===== config.mk =====
export PLATFORM = sky130hd
export DESIGN_NAME = vl_prefetch_ctrl
export DESIGN_NICKNAME = d
export VERILOG_FILES = /design/src/rtl/pfc_pkg.sv /design/src/rtl/pfc_depth.sv /design/src/rtl/pfc_seq.sv /design/src/rtl/pfc_fill.sv /design/src/rtl/vl_prefetch_ctrl.sv
export SDC_FILE = /design/constraint.sdc
export NUM_CORES = 1
export LEC_CHECK = 0
export BUFFER_PORTS_ARGS = -buffer_cell sky130_fd_sc_hd__buf_2
export CAP_MARGIN = 20
export CORE_MARGIN = 1
export CORE_UTILIZATION = 45
export DETAILED_ROUTE_END_ITERATION = 10
export PLACE_DENSITY = 0.67
export SYNTH_ARGS = -nofsm -noshare
export SYNTH_HDL_FRONTEND = slang
export SYNTH_SLANG_ARGS = --single-unit

===== constraint.sdc =====
create_clock -name clk -period 14.16 [get_ports clk]
set_input_delay 0.708 -clock clk [delete_from_list [all_inputs] [get_ports clk]]
set_output_delay 0.708 -clock clk [all_outputs]
set_load 0.01 [all_outputs]

===== src/rtl/pfc_pkg.sv =====
package pfc_pkg;
   typedef enum logic [2:0] {
      ST_IDLE,
      ST_DREQ,
      ST_DWAIT,
      ST_PREQ,
      ST_PWAIT,
      ST_DRAIN
   } pfc_state_e;
endpackage


===== src/rtl/pfc_depth.sv =====
module pfc_depth #(
   parameter int LINE_AW        = 16,
   parameter int VL_W           = 5,
   parameter int CNT_W          = 6,
   parameter int PF_LINES       = 3,
   parameter int ELEMS_PER_LINE = 4,
   parameter int PAGE_LINES     = 64,
   parameter bit VEC_EN         = 1'b1
) (
   input  logic [LINE_AW-1:0] line_addr,
   input  logic               is_vec,
   input  logic [VL_W-1:0]    vlen,
   input  logic [2:0]         vmult,
   output logic [CNT_W-1:0]   count
);
   localparam int EPL_SH = $clog2(ELEMS_PER_LINE);
   localparam int PG_SH  = $clog2(PAGE_LINES);
   localparam int PW     = VL_W + 4;

   logic [PG_SH-1:0] room;
   int               raw_i;
   int               room_i;

   // lines left in the page after the missed one
   assign room = ~line_addr[PG_SH-1:0];

   generate
      if (VEC_EN) begin : g_vec
         logic [3:0]    mult_f;
         logic [PW-1:0] scaled;
         logic [PW-1:0] vec_lines;
         always_comb begin
            mult_f    = {1'b0, vmult} + 4'd1;
            scaled    = {{VL_W{1'b0}}, mult_f} * {4'd0, vlen};
            vec_lines = (scaled + PW'(ELEMS_PER_LINE - 1)) >> EPL_SH;
            raw_i     = is_vec ? int'(vec_lines) : PF_LINES;
         end
      end else begin : g_scalar_only
         logic unused_vec;
         assign unused_vec = ^{is_vec, vlen, vmult};
         always_comb raw_i = PF_LINES;
      end
   endgenerate

   always_comb begin
      room_i = int'(room);
      count  = (raw_i < room_i) ? CNT_W'(raw_i) : CNT_W'(room_i);
   end
endmodule


===== src/rtl/pfc_seq.sv =====
module pfc_seq
   import pfc_pkg::*;
#(
   parameter int LINE_AW = 16,
   parameter int CNT_W   = 6
) (
   input  logic               clk,
   input  logic               rst_n,
   input  logic               miss_valid,
   input  logic [LINE_AW-1:0] miss_addr,
   input  logic [CNT_W-1:0]   new_count,
   input  logic               mem_busy,
   input  logic               mem_ack,
   input  logic               probe_hit,
   output logic               mem_req,
   output logic [LINE_AW-1:0] mem_req_addr,
   output logic               mem_req_pf,
   output logic [LINE_AW-1:0] probe_addr,
   output logic               ret_valid,
   output logic [LINE_AW-1:0] ret_addr,
   output logic               ret_pf
);
   pfc_state_e         st, st_n;
   logic [LINE_AW-1:0] cur, cur_n;
   logic [LINE_AW-1:0] nxt, nxt_n;
   logic [CNT_W-1:0]   left, left_n;
   logic               load;

   always_comb begin
      st_n   = st;
      cur_n  = cur;
      nxt_n  = nxt;
      left_n = left;
      load   = 1'b0;
      unique case (st)
         ST_IDLE:  load = miss_valid;
         ST_DREQ:  if (!mem_busy) st_n = ST_DWAIT;
         ST_DWAIT: if (mem_ack) st_n = (left == '0) ? ST_IDLE : ST_PREQ;
         ST_PREQ: begin
            if (miss_valid) load = 1'b1;
            else if (left == '0) st_n = ST_IDLE;
            else if (probe_hit) begin
               nxt_n  = nxt + LINE_AW'(1);
               left_n = left - CNT_W'(1);
            end else if (!mem_busy) st_n = ST_PWAIT;
         end
         ST_PWAIT: begin
            if (mem_ack) begin
               nxt_n  = nxt + LINE_AW'(1);
               left_n = left - CNT_W'(1);
               if (miss_valid) load = 1'b1;
               else st_n = (left == CNT_W'(1)) ? ST_IDLE : ST_PREQ;
            end else if (miss_valid) begin
               load = 1'b1;
            end
         end
         ST_DRAIN: if (mem_ack) st_n = ST_DREQ;
         default:  st_n = ST_IDLE;
      endcase
      if (load) begin
         cur_n  = miss_addr;
         nxt_n  = miss_addr + LINE_AW'(1);
         left_n = new_count;
         st_n   = (st == ST_PWAIT && !mem_ack) ? ST_DRAIN : ST_DREQ;
      end
   end

   always_ff @(posedge clk) begin
      if (!rst_n) begin
         st   <= ST_IDLE;
         cur  <= '0;
         nxt  <= '0;
         left <= '0;
      end else begin
         st   <= st_n;
         cur  <= cur_n;
         nxt  <= nxt_n;
         left <= left_n;
      end
   end

   assign probe_addr   = nxt;
   assign mem_req      = (st == ST_DREQ) ||
                         (st == ST_PREQ && left != '0 && !probe_hit && !miss_valid);
   assign mem_req_addr = (st == ST_DREQ) ? cur : nxt;
   assign mem_req_pf   = (st == ST_PREQ);
   assign ret_valid    = mem_ack && (st == ST_DWAIT || st == ST_PWAIT);
   assign ret_addr     = (st == ST_DWAIT) ? cur : nxt;
   assign ret_pf       = (st == ST_PWAIT);
endmodule


===== src/rtl/pfc_fill.sv =====
module pfc_fill #(
   parameter int LINE_AW = 16
) (
   input  logic               clk,
   input  logic               rst_n,
   input  logic               ret_valid,
   input  logic [LINE_AW-1:0] ret_addr,
   input  logic               ret_pf,
   output logic               fill_valid,
   output logic [LINE_AW-1:0] fill_addr,
   output logic               fill_pf
);
   always_ff @(posedge clk) begin
      if (!rst_n) begin
         fill_valid <= 1'b0;
         fill_addr  <= '0;
         fill_pf    <= 1'b0;
      end else begin
         fill_valid <= ret_valid;
         if (ret_valid) begin
            fill_addr <= ret_addr;
            fill_pf   <= ret_pf;
         end
      end
   end
endmodule


===== src/rtl/vl_prefetch_ctrl.sv =====
module vl_prefetch_ctrl #(
   parameter int LINE_AW     = 16,
   parameter int LINE_BYTES  = 16,
   parameter int ELEM_BYTES  = 4,
   parameter int MVL         = 16,
   parameter int PF_LINES    = 3,
   parameter int PAGE_LINES  = 64,
   parameter int CACHE_LINES = 256,
   parameter bit VEC_EN      = 1'b1,
   localparam int VL_W       = $clog2(MVL + 1)
) (
   input  logic               clk,
   input  logic               rst_n,
   input  logic               miss_valid,
   input  logic [LINE_AW-1:0] miss_addr,
   input  logic               miss_is_vec,
   input  logic [VL_W-1:0]    miss_vlen,
   input  logic [2:0]         cfg_vmult,
   output logic               mem_req,
   output logic [LINE_AW-1:0] mem_req_addr,
   output logic               mem_req_pf,
   input  logic               mem_busy,
   input  logic               mem_ack,
   output logic [LINE_AW-1:0] probe_addr,
   input  logic               probe_hit,
   output logic               fill_valid,
   output logic [LINE_AW-1:0] fill_addr,
   output logic               fill_pf
);
   localparam int EPL     = LINE_BYTES / ELEM_BYTES;
   localparam int MAX_VEC = (8 * MVL + EPL - 1) / EPL;
   localparam int MAX_CNT = (MAX_VEC > PF_LINES) ? MAX_VEC : PF_LINES;
   localparam int CNT_W   = $clog2(MAX_CNT + 1);

   generate
      if (PAGE_LINES < 2 || (PAGE_LINES & (PAGE_LINES - 1)) != 0) begin : g_bad_page
         $error("PAGE_LINES must be a power of two of at least 2");
      end
      if (LINE_BYTES % ELEM_BYTES != 0 || (EPL & (EPL - 1)) != 0) begin : g_bad_epl
         $error("elements per line must be a power of two");
      end
      if (PF_LINES < 0 || PF_LINES >= CACHE_LINES) begin : g_bad_pf
         $error("PF_LINES must be below the cache capacity");
      end
      if (MAX_VEC >= CACHE_LINES) begin : g_bad_vec
         $error("8x the maximum vector length must stay below the cache capacity");
      end
      if (LINE_AW <= $clog2(PAGE_LINES)) begin : g_bad_aw
         $error("LINE_AW must exceed the page offset width");
      end
   endgenerate

   logic [CNT_W-1:0]   new_count;
   logic               ret_valid;
   logic [LINE_AW-1:0] ret_addr;
   logic               ret_pf;

   pfc_depth #(
      .LINE_AW(LINE_AW), .VL_W(VL_W), .CNT_W(CNT_W), .PF_LINES(PF_LINES),
      .ELEMS_PER_LINE(EPL), .PAGE_LINES(PAGE_LINES), .VEC_EN(VEC_EN)
   ) u_depth (
      .line_addr(miss_addr), .is_vec(miss_is_vec), .vlen(miss_vlen),
      .vmult(cfg_vmult), .count(new_count)
   );

   pfc_seq #(.LINE_AW(LINE_AW), .CNT_W(CNT_W)) u_seq (
      .clk(clk), .rst_n(rst_n), .miss_valid(miss_valid), .miss_addr(miss_addr),
      .new_count(new_count), .mem_busy(mem_busy), .mem_ack(mem_ack),
      .probe_hit(probe_hit), .mem_req(mem_req), .mem_req_addr(mem_req_addr),
      .mem_req_pf(mem_req_pf), .probe_addr(probe_addr), .ret_valid(ret_valid),
      .ret_addr(ret_addr), .ret_pf(ret_pf)
   );

   pfc_fill #(.LINE_AW(LINE_AW)) u_fill (
      .clk(clk), .rst_n(rst_n), .ret_valid(ret_valid), .ret_addr(ret_addr),
      .ret_pf(ret_pf), .fill_valid(fill_valid), .fill_addr(fill_addr),
      .fill_pf(fill_pf)
   );
endmodule


=== Word-level counts from Yosys, hierarchy flattened ===
Cells that the tools add are included.

* $add $sub $neg: 5
* Multiply operators: 1
* Divide/modulo/power cells: 0
* $lt $le $gt $ge: 1
* Equality and inequality tests: 17
* Shifts and indexed selects: 0
* Mux-type cells: 32
* Bitwise gates (word level): 1
* Reductions and logical operators: 17

{| class="wikitable"
|+ Operators by type and width
! operator !! count
|-
| 16-bit 2-to-1 mux || 7
|-
| 6-bit 2-to-1 mux || 6
|-
| 3-bit 2-to-1 mux || 11
|-
| 16-bit by 1-bit adder with 16-bit output (second input constant) || 2
|-
| 32-bit by 7-bit < comparator with 1-bit output || 1
|-
| 16-bit case mux with 2 select lines || 1
|-
| 3-bit case mux with 6 select lines || 1
|-
| 3-bit by 2-bit != test with 1-bit output (second input constant) || 5
|-
| 6-bit case mux with 2 select lines || 1
|-
| 9-bit by 2-bit adder with 9-bit output (second input constant) || 1
|-
| 4-bit by 5-bit multiplier with 9-bit output || 1
|-
| 9-bit AND reduction || 1
|-
| 4-bit by 2-bit != test with 1-bit output (second input constant) || 2
|-
| 7-bit 2-to-1 mux || 1
|-
| 3-bit by 2-bit == test with 1-bit output (second input constant) || 2
|-
| 3-bit == test (second input constant) || 2
|-
| 6-bit by 1-bit == test with 1-bit output (second input constant) || 1
|-
| 6-bit zero test || 1
|-
| 3-bit != test (second input constant) || 2
|-
| 6-bit NOT || 1
|-
| 6-bit nonzero test || 1
|-
| 6-bit by 1-bit subtractor with 6-bit output (second input constant) || 1
|-
| 1-bit logical AND || 5
|-
| 5-bit AND reduction || 1
|-
| other kinds (12) || 16
|}

* Flip-flop bits (word level): 59
* Bits in latches: 0
* Bits in writable memories: 0
* Memory bits (read-only): 0
* Output and inout bits: 52
* Word-level logic and storage cells: 81
* Memories kept: 0

=== Logic depth before layout (Yosys ltp) ===
Gate-level depths: netlist (run 1).

* Word-level depth: 7
* Depth in mapped cells: 22
* Mapped depth without buffers: 22

=== Modules after synthesis ===
A second synthesis (run 1) with hierarchy kept.

* Cells, all modules: 554
* Area total of the unflattened synthesis: 4501.8 um^2

{| class="wikitable"
|+ By module, submodules not included
! module !! instances !! cells each !! area an instance (um^2) !! seq. area each (um^2)
|-
| pfc_seq || 1 || 389 || 2951.6 || 820.8
|-
| pfc_depth || 1 || 109 || 870.8 || 0.0
|-
| pfc_fill || 1 || 56 || 679.4 || 360.3
|}

=== Least setup slack after synthesis (run 1) ===
OpenSTA, ideal clock, no wires.

* Path kind: input -> register
* Start: in cfg_vmult[0]
* End: reg u_seq.left[3]
* Setup time: 0.079 ns
* Data arrival time: 4.855 ns
* Data required time: 14.081 ns
* Setup slack: 9.227 ns
* Cell stages on the path: 21
* Path through: ha_1 xor2_1 and2_1 fa_1 inv_1 fa_1 inv_1 ha_1 a21o_1 a21o_1 o21ai_0 nand2b_1 xor2_1 and2_1 ha_1 nand2_1 nand3_1 o311a_1 nor3_1 nand3_1 o211ai_1

* Longest elaborated chain between the ends: 7

{| class="wikitable"
|+ RTL lines
! what !! line !! text
|-
| from (decl) || vl_prefetch_ctrl.sv:18 || <nowiki>input logic [2:0] cfg_vmult,</nowiki>
|-
| 3-bit by 1-bit adder with 4-bit output (*) || pfc_depth.sv:33 || <nowiki>mult_f = {1'b0, vmult} + 4'd1;</nowiki>
|-
| 4-bit by 5-bit multiplier with 9-bit output (*) || pfc_depth.sv:34 || <nowiki>scaled = {{VL_W{1'b0}}, mult_f} * {4'd0, vlen};</nowiki>
|-
| 9-bit by 2-bit adder with 9-bit output (*) || pfc_depth.sv:35 || <nowiki>vec_lines = (scaled + PW'(ELEMS_PER_LINE - 1)) >> EPL_SH;</nowiki>
|-
| 7-bit 2-to-1 mux (*) || pfc_depth.sv:36 || <nowiki>raw_i = is_vec ? int'(vec_lines) : PF_LINES;</nowiki>
|-
| 32-bit by 7-bit < comparator with 1-bit output || pfc_depth.sv:47 || <nowiki>count = (raw_i < room_i) ? CNT_W'(raw_i) : CNT_W'(room_i);</nowiki>
|-
| 6-bit 2-to-1 mux (*) || pfc_depth.sv:47 ||
|-
| 6-bit 2-to-1 mux (*) || pfc_seq.sv:60 || <nowiki>if (load) begin</nowiki>
|-
| to (signal assigned) || pfc_seq.sv:78 || <nowiki>left <= left_n;</nowiki>
|-
| to (decl) || pfc_seq.sv:26 || <nowiki>logic [CNT_W-1:0] left, left_n;</nowiki>
|}

Every way passes the cells marked *; elsewhere a longest branch is shown, timed or not.
A chain may end at the register's enable or synchronous reset.

=== Worst setup path after layout (run 1) ===
Same ends and word-level chain as after synthesis.

==> results.yml, run 1 <==
run_status:
  status: "completed"
detailed_routing:
  post_drt_wl_per_cell_um: 15.7
  vias_per_cell: 5.80
  first_pass_iters: 5
  first_iter_violations: 248
  drc: 0
  vias: 4400
  ant_nets: 0
  drt_wl_total_um: 11900
cts:
  path_clk_slew_ns: 0.07
  cts_tree: "done"
  cts_resized: 0
  cts_hold_buf: 0
  clockRootBuffer: "clkbuf_8"
  cts.sinks: 59
  numCtsBuffers: 9
  clock_path_buffers: 2
  h-tree-depth: 3
  clock_latency_ns: 0.36
  post_cts_buffers: 0
logic_synthesis:
  synth_flop_cell: "dfxtp_1"
  yosys-top-cells-count: "nand2_1 (86), dfxtp_1 (59), nor2_1 (29)"
  synth_fp_nets: 614
  yosys-top-cells-area: "dfxtp_1 (26%), nand2_1 (7.2%), ha_1 (6.1%)"
  yosysWarnings: 0
  synth_area_leader_cell: "dfxtp_1"
  synth_cell_types: 74
  ys_ff_latch: 59
  syn_area_per_cell_sq_um: 8.07
  synth_cells: 556
  synth-edff-count: 0
  synth_top_area_share_pct: 26.3
  synth-seq-area-share_pct: 26.3
  yosysMostFrequentCell: "nand2_1"
  netlist_area_sq_um: 4490
  async_reset_ff_share_pct: 0
critical_path:
  reg2reg_depth: 7
  cp.buffers_inverters: 3
  cpPeakStageDelay_ns: 0.54
  ff2ff_setup_slack_ns: 10.96
  critPathCaptureType: "flip-flop"
  r2r_start: "u_seq.st[0]"
  cp.arrival_ns: 5.33
  critPathKind: "input pin to flip-flop"
  crit_path_max_fanout: 7
  cp_common_cell: "ha_1"
  path_delay_family: "adder cells"
  critPathRequiredTime_ns: 14.44
  crit_path_start_kind: "input pin"
  worst_path_max_delay_cell: "fa_1"
  timing.rr.end: "u_seq.left[4]"
  path_cells: "buf_2, ha_1, xor2_1, and2_1, fa_1, inv_1, fa_1, inv_1, ha_1, a21o_1, a21o_1, o21ai_0, nand2b_1, xor2_1, and2_1, ha_1, nand2_1, nand3_1, o311a_1, nor3_1, nand3_1, o211ai_1"
final_layout:
  layout.nets: 679
  n_antenna_cell: 0
  layout-drive-gt1-share_pct: 22.2
  final_cells: 759
  seq_area_sq_um: 1180
  fill_cells: 941
  multi_input_area_sq_um: 3070
  area_growth_syn_to_layout_pct: 15.7
  final_area_sq_um: 5190
placed_design:
  pre_cts_ws_ns: 8.77
  gp_congestion: 0.812
  place_area_sq_um: 4960
  place.port_buffers: 82
  placed_cells: 742
  hpwl_um: 8670
timing:
  slew_violations: 0
  slew_headroom_pct: 34.7
  worst_slack_ns: 9.11
  hold_viol: 0
  setup_viol: 0
  rsz0062_at_grt: "false"
  fmax_mhz: 198
  min_period_ns: 5.05
  clock-skew-final_ns: 0.00900
  period_share_pct: 35.7
  tns_ns: 0
  tightest_slew_ns: 0.980
die:
  die_x_um: 102
  ios: 83
  die_y_um: 102
  dieArea_sq_um: 10400
  row_count: 36
  initial_utilization_pct: 46.1
  core_area_sq_um: 9730
power:
  ir_drop_uv: 44.1
  cellLeakagePower_nw: 2.45
  p_per_area_nw_per_um2: 106
  power.total_mw: 0.551
global_routing:
  grt_pass1_vias: 3854
  track_usage_pct: 23.6
  grt_pass1_wl_um: 19100
  grt_max_degree: 67
  antenna_found_initial: 0
  overflow: 0
worst_hold_path:
  hold_path_end: "u_seq.cur[0]"
  hp-start: "u_seq.cur[0]"
  min_path_type: "flip-flop to flip-flop"
  hold_depth: 2
flow_run:
  maxCapViolations: 0
==> routing by layer <==
metal,global-route usage (%),vias to the layer above,routed length [um]
met5,0,-,0
met4,9.78,0,236
met3,3.21,20,571
met2,35.7,131,5430
met1,33.7,2075,5690
li1,-,2174,-
==> cells by family (layout without fill, tap and decap cells) <==
logic type,Yosys count,count (layout),synth area share [%]
xor gates and xnor gates,8,8,1.56
DFF,59,59,26.3
adders and majority gates,27,27,8.36
AOI/OAI and AO/OA,169,169,28.8
muxes,24,24,5.80
and+or+nand+nor,211,211,23.8
buffers and inverters,58,128,5.44
==> flip-flops by register name, indices dropped and copies added, names as in the netlist <==
signal / flops
u_fill.fill_addr: 16
u_seq.cur: 16
u_seq.probe_addr: 16
u_seq.left: 6
u_seq.st: 3
u_fill.fill_pf: 1
u_fill.fill_valid: 1
==> report_power, final <==
| group | leakage [nW] | internal (mW) | switching [mW] |
|---|---|---|---|
| combinational | 1.86 | 0.0739 | 0.102 |
| sequential | 0.483 | 0.180 | 0.0212 |
| clock | 0.106 | 0.0993 | 0.0746 |
| total | 2.45 | 0.353 | 0.198 |
==> cells in the final DEF (no fill, tap or decap), drive strengths merged, types with 18 or more instances in the layout <==
master / n
a21oi: 28
ha: 22
a21boi: 20
nand3: 22
o21ai: 24
dfxtp: 59
inv: 24
nor2: 30
nand2: 86
and2: 18
buf: 88
==> worst max-delay path by stage <==
stage	to	cells past startpoint	start	slack, ns
CTS	u_seq.left[3]	22	cfg_vmult[0]	9.13
detailed placement	u_seq.left[3]	22	cfg_vmult[0]	8.77
global route	u_seq.left[4]	22	cfg_vmult[0]	8.76
global placement	u_seq.left[3]	22	cfg_vmult[0]	8.91
floorplan	u_seq.left[3]	21	cfg_vmult[0]	9.23
finish	u_seq.left[3]	22	cfg_vmult[0]	9.11
==> through the flow <==
step / hold WS (ns) / util [%]
floorplan: 0.453 / -
detailed placement: 0.475 / 51.0
global placement: 0.467 / 51.0
CTS: 0.485 / 53.2
global route: 0.497 / 53.4
finish: 0.482 / 53.4
==> layout make-up <==
class	count	area share, %
Inverter	24	1.78
Tap cell	133	3.21
Multi-Input combinational cell	439	59.1
Sequential cell	59	22.8
Clock buffer	10	2.46
Timing Repair Buffer	88	8.92
Clock inverter	6	1.74
==> worst reg2reg max path: stages, from the launching register on <==
cell      delay (ns)
dfxtp_1         0.81
nand3b_4        0.27
a21oi_1         0.35
a221o_1         0.83
o21ai_0         0.28
a32o_1          0.28
a22oi_1         0.18
o21ai_1         0.08
Note: power is estimated with default switching activity, not from simulation.
==> run 2: changes to the inputs <==
Settings changed: ABC_AREA from default to 1.
Clock period 14.16 ns to 5.3 ns, I/O delays scaled along.
==> run 2 against run 1 <==
Effect of this change:
- non-clock buffer count fell by 2
- first-iteration DRC count rose by 1.2%
- clock power rose by 140%
- design area fell by 7.8%
- sequential power rose to 2.9 times the previous value
- cell count rose by 8.3%
- sequential cell count did not move
- area after synthesis fell by 8.6%
- utilization rose by 1.3 points
- register-to-register slack got worse by 8.7 ns
- worst hold slack got worse by 0.29 ns
- critical path type unchanged
==> results.yml, run 2 <==
flow_run:
  maxCapViolations: 0
logic_synthesis:
  yosysWarnings: 0
  synth_area_leader_cell: "dfxtp_1"
  async_reset_ff_share_pct: 0
  yosysMostFrequentCell: "nand2_1"
  yosys-top-cells-count: "nand2_1 (132), inv_1 (88), a21oi_1 (84)"
  synth_top_area_share_pct: 28.8
  synth_fp_nets: 693
  synth_cells: 635
  syn_area_per_cell_sq_um: 6.46
  synth-edff-count: 0
  ys_ff_latch: 59
  synth_cell_types: 34
  synth-seq-area-share_pct: 28.8
  synth_flop_cell: "dfxtp_1"
  netlist_area_sq_um: 4100
  yosys-top-cells-area: "dfxtp_1 (29%), nand2_1 (12%), a21oi_1 (10%)"
final_layout:
  final_cells: 822
  layout-drive-gt1-share_pct: 18.5
  final_util_pct: 54.6
  area_growth_syn_to_layout_pct: 16.7
  fill_cells: 898
  layout_commonest_cell: "nand2_1"
  final_cell_mix: "nand2_1 (132), inv_1 (88), a21oi_1 (84)"
  n_antenna_cell: 0
  layout.nets: 767
timing:
  fmax_mhz: 234
  min_period_ns: 4.27
  slew_violations: 0
  worst_slack_ns: 1.03
  period_share_pct: 80.7
  tns_ns: 0
  hold_viol: 0
  setup_viol: 0
  tightest_slew_ns: 0.833
  clock-skew-final_ns: 0.0114
  rsz0062_at_grt: "false"
  slew_headroom_pct: 44.4
cts:
  path_clk_slew_ns: 0.07
  clock_path_buffers: 2
  clock_latency_ns: 0.35
  h-tree-depth: 3
  post_cts_buffers: 0
  cts_tree: "done"
  cts.sinks: 59
  clockRootBuffer: "clkbuf_8"
  cts_resized: 0
  cts_hold_buf: 0
  numCtsBuffers: 9
critical_path:
  critPathKind: "input pin to flip-flop"
  crit_path_start_kind: "input pin"
  cp.arrival_ns: 4.55
  crit_path_max_fanout: 7
  reg2reg_depth: 10
  critPathRequiredTime_ns: 5.57
  critPathCaptureType: "flip-flop"
placed_design:
  pre_cts_ws_ns: 0.713
  place.port_buffers: 82
  gp_congestion: 0.847
  placed_cells: 805
  hpwl_um: 7770
global_routing:
  track_usage_pct: 23.1
  grt_pass1_wl_um: 18100
  grt_pass1_vias: 3878
  grt_max_degree: 43
  overflow: 0
  antenna_found_initial: 0
die:
  row_count: 34
  die_y_um: 97.5
  dieArea_sq_um: 9500
  ios: 83
  initial_utilization_pct: 46.8
  core_area_sq_um: 8760
  die_x_um: 97.5
power:
  ir_drop_uv: 137
  cellLeakagePower_nw: 2.47
  p_per_area_nw_per_um2: 398
  power.total_mw: 1.90
detailed_routing:
  first_pass_iters: 5
  first_iter_violations: 251
  drc: 0
  ant_nets: 0
  drt_wl_total_um: 10800
  vias: 4291
  vias_per_cell: 5.22
  post_drt_wl_per_cell_um: 13.2
run_status:
  status: "completed"
worst_hold_path:
  hold_depth: 3
  min_path_type: "input pin to flip-flop"
## run 2: changes by cell type in the layout (fill, tap and decap cells not counted), moves of 20 or more
cell | before | now
nand3_1 | 22 | 42
nand2_1 | 86 | 132
o21ai_0 | 20 | 47
nor2_1 | 29 | 59
inv_1 | 23 | 88
a21oi_1 | 22 | 84
## run 2: worst max-delay path, stage by stage
cell	delay [ns]
buf_2	0.14
ha_1	0.22
xnor2_1	0.19
or2_2	0.31
fa_1	0.50
inv_1	0.05
fa_1	0.47
ha_1	0.37
a21oi_1	0.16
nand2_1	0.11
nand2_1	0.08
nand2_1	0.07
or2_2	0.27
nand3_1	0.09
inv_1	0.05
ha_1	0.17
a21o_1	0.15
nor2_1	0.33
nand2_1	0.22
nand2_1	0.10
nand3_1	0.07
a21oi_1	0.15
## run 2: area by class of cell
type / instances / area [sq um] / area share [%]
timing repair buffer: 86 / 460 / 9.62
inverter: 96 / 360 / 7.53
clock inverter: 6 / 63.8 / 1.33
tap: 108 / 135 / 2.82
clock buffer: 10 / 138 / 2.88
multi-input combinational: 457 / 2450 / 51.2
sequential: 59 / 1180 / 24.7
## run 2: through the flow
step | cell area, sq um | hold WS (ns)
floorplan | 4100 | 0.413
global placement | 4560 | 0.454
detailed placement | 4560 | 0.468
CTS | 4760 | 0.175
global route | 4790 | 0.186
finish | 4790 | 0.188
## run 2: layer usage
metal | routed length (um) | vias to the layer above | global-route usage (%)
met5 | 0 | - | 0
li1 | - | 2208 | -
met3 | 731 | 14 | 5.18
met1 | 5290 | 1939 | 31.6
met2 | 4720 | 130 | 36.1
met4 | 92 | 0 | 6.90
## run 2: worst paths after layout
kind / start / endpoint / slack, ns
worst max-delay path: cfg_vmult[0] / u_seq.left[3] / 1.03
worst min-delay path: miss_addr[14] / u_seq.cur[14] / 0.19
worst max register to register: u_seq.st[1] / u_seq.left[3] / 2.24
worst min register to register: u_seq.cur[4] / u_seq.cur[4] / 0.48
## run 2: where the power goes
part           internal [mW]  switching [mW]  leakage [nW]
clock                  0.230           0.190        0.0987
sequential             0.520          0.0658         0.483
combinational          0.319           0.578          1.89
total                   1.07           0.834          2.47
## run 2: cells by family after synthesis
| kind of cell | share of synthesized area [%] |
|---|---|
| flip-flops | 28.8 |
| adder cells (fa/ha/maj) | 9.15 |
| AO/OA/AOI/OAI | 21.5 |
| buffers and inverters | 11.5 |
| AND/OR/NAND/NOR | 27.3 |
| XOR/XNOR | 1.71 |
==> run 3: changes to the inputs <==
Clock period 5.3 ns to 3.95 ns, I/O delays scaled along.
==> run 3 against run 2 <==
Effect of this change:
- global-route usage up 0.49 points
- non-clock buffer count is 10 higher
- clock-buffer cell count grew 2
- die area is the same
- clock skew down 0.0031 ns
- sequential power up 35%
- cell count increased by 1.2%
- power is 40% higher
- worst hold slack worse by 0.056 ns
- sequential share of layout area down 0.63 points
- combinational power grew 38%
- clock power grew 50%
- critical path type unchanged
- largest cell class unchanged
==> results.yml, run 3 (synthesized netlist as in run 2, its figures left out) <==
run_status:
  status: "completed"
detailed_routing:
  vias: 4301
  first_pass_iters: 5
  drc: 0
  post_drt_wl_per_cell_um: 13.0
  drt_wl_total_um: 10800
  ant_nets: 0
  first_iter_violations: 264
  vias_per_cell: 5.17
cts:
  numCtsBuffers: 9
  clockRootBuffer: "clkbuf_8"
  post_cts_buffers: 0
  cts_hold_buf: 0
  clock_latency_ns: 0.34
  path_clk_slew_ns: 0.07
  clock_path_buffers: 2
  cts_resized: 0
  cts.sinks: 59
  h-tree-depth: 3
  cts_tree: "done"
critical_path:
  cp_common_cell: "nand2_1"
  worst_path_max_delay_cell: "fa_1"
  critPathKind: "input pin to flip-flop"
  crit_path_start_kind: "input pin"
  timing.rr.end: "u_seq.probe_addr[14]"
  cp.buffers_inverters: 6
  cpPeakStageDelay_ns: 0.50
  cp.arrival_ns: 3.96
  reg2reg_depth: 14
  critPathLaunch: "cfg_vmult[0]"
  crit_path_max_fanout: 6
  r2r_start: "u_seq.st[1]"
  critPathCaptureType: "flip-flop"
  path_delay_family: "adder cells"
  critPathRequiredTime_ns: 4.22
  cp_num_cells: 25
  ff2ff_setup_slack_ns: 1.32
global_routing:
  antenna_found_initial: 0
  grt_max_degree: 39
  grt_pass1_wl_um: 18500
  grt_pass1_vias: 3994
  overflow: 0
  track_usage_pct: 23.5
die:
  initial_utilization_pct: 46.8
  core_area_sq_um: 8760
  dieArea_sq_um: 9500
  row_count: 34
  ios: 83
  die_y_um: 97.5
  die_x_um: 97.5
final_layout:
  final_cell_mix: "nand2_1 (131), inv_1 (88), a21oi_1 (82), buf_2 (82), dfxtp_1 (59)"
  final_cells: 832
  area_growth_syn_to_layout_pct: 19.8
  layout_commonest_cell: "nand2_1"
  n_antenna_cell: 0
  layout.nets: 777
  layout-drive-gt1-share_pct: 20.0
timing:
  rsz0062_at_grt: "false"
  clock-skew-final_ns: 0.00828
  setup_viol: 0
  slew_violations: 0
  fmax_mhz: 271
  tightest_slew_ns: 0.831
  tns_ns: 0
  slew_headroom_pct: 44.5
  hold_viol: 0
  min_period_ns: 3.70
  period_share_pct: 93.6
worst_hold_path:
  hold_path_end: "u_fill.fill_pf"
  min_path_type: "input pin to flip-flop"
  hold_depth: 3
  hp-start: "mem_ack"
power:
  cellLeakagePower_nw: 2.54
  ir_drop_uv: 239
  power.total_mw: 2.66
  p_per_area_nw_per_um2: 541
placed_design:
  place.port_buffers: 82
  hpwl_um: 7950
  gp_congestion: 0.831
  placed_cells: 815
flow_run:
  maxCapViolations: 0
[run 3: worst reg2reg max path: cells and delay by family (launching register included)]
family,cells,cell delay [ns]
buffers and inverters,3,0.19
AND/OR/NAND/NOR,7,0.85
AO/OA/AOI/OAI,3,0.85
adder cells (fa/ha/maj),1,0.26
flip-flops,1,0.40
[run 3: how the worst max path moves through the flow]
stage / endpoint / slack, ns
4_1_cts: u_seq.left[3] / 0.22
3_3_place_gp: u_seq.left[1] / -0.02
5_1_grt: u_seq.left[0] / 0.007
6_report: u_seq.left[3] / 0.25
3_5_place_dp: u_seq.left[3] / -0.13
2_1_floorplan: u_seq.left[2] / 0.03
[run 3: area by class of cell]
type / instances / area [sq um]
clock buffers: 12 / 155
repair buffers: 96 / 548
well taps: 108 / 135
multi-input cells: 457 / 2460
fillers: 889 / 3850
clock inverters: 4 / 72.6
inverters: 96 / 360
flip-flops and latches: 59 / 1180
[run 3: metal layers]
metal	vias up	global-route usage (%)	wire (um)
li1	2222	-	-
met1	1934	32.7	5250
met2	136	37.7	4860
met3	9	3.88	580
met4	0	6.45	111
met5	-	0	0
[run 3: through the flow]
| stage | utilization [%] | instance area (sq um) | hold slack (ns) | worst slack (ns) |
|---|---|---|---|---|
| floorplan | - | 4100 | 0.345 | 0.0269 |
| global placement | 53.0 | 4650 | 0.449 | -0.0228 |
| CTS | 55.6 | 4880 | 0.117 | 0.220 |
| detailed placement | 53.0 | 4650 | 0.459 | -0.128 |
| global route | 56.1 | 4910 | 0.123 | 0.00749 |
| finish | 56.1 | 4910 | 0.132 | 0.254 |
[run 3: power by group]
group | internal, mW | leakage, nW | switching (mW)
logic | 0.457 | 1.94 | 0.782
clock network | 0.389 | 0.113 | 0.242
registers | 0.699 | 0.483 | 0.0905
total | 1.54 | 2.54 | 1.11
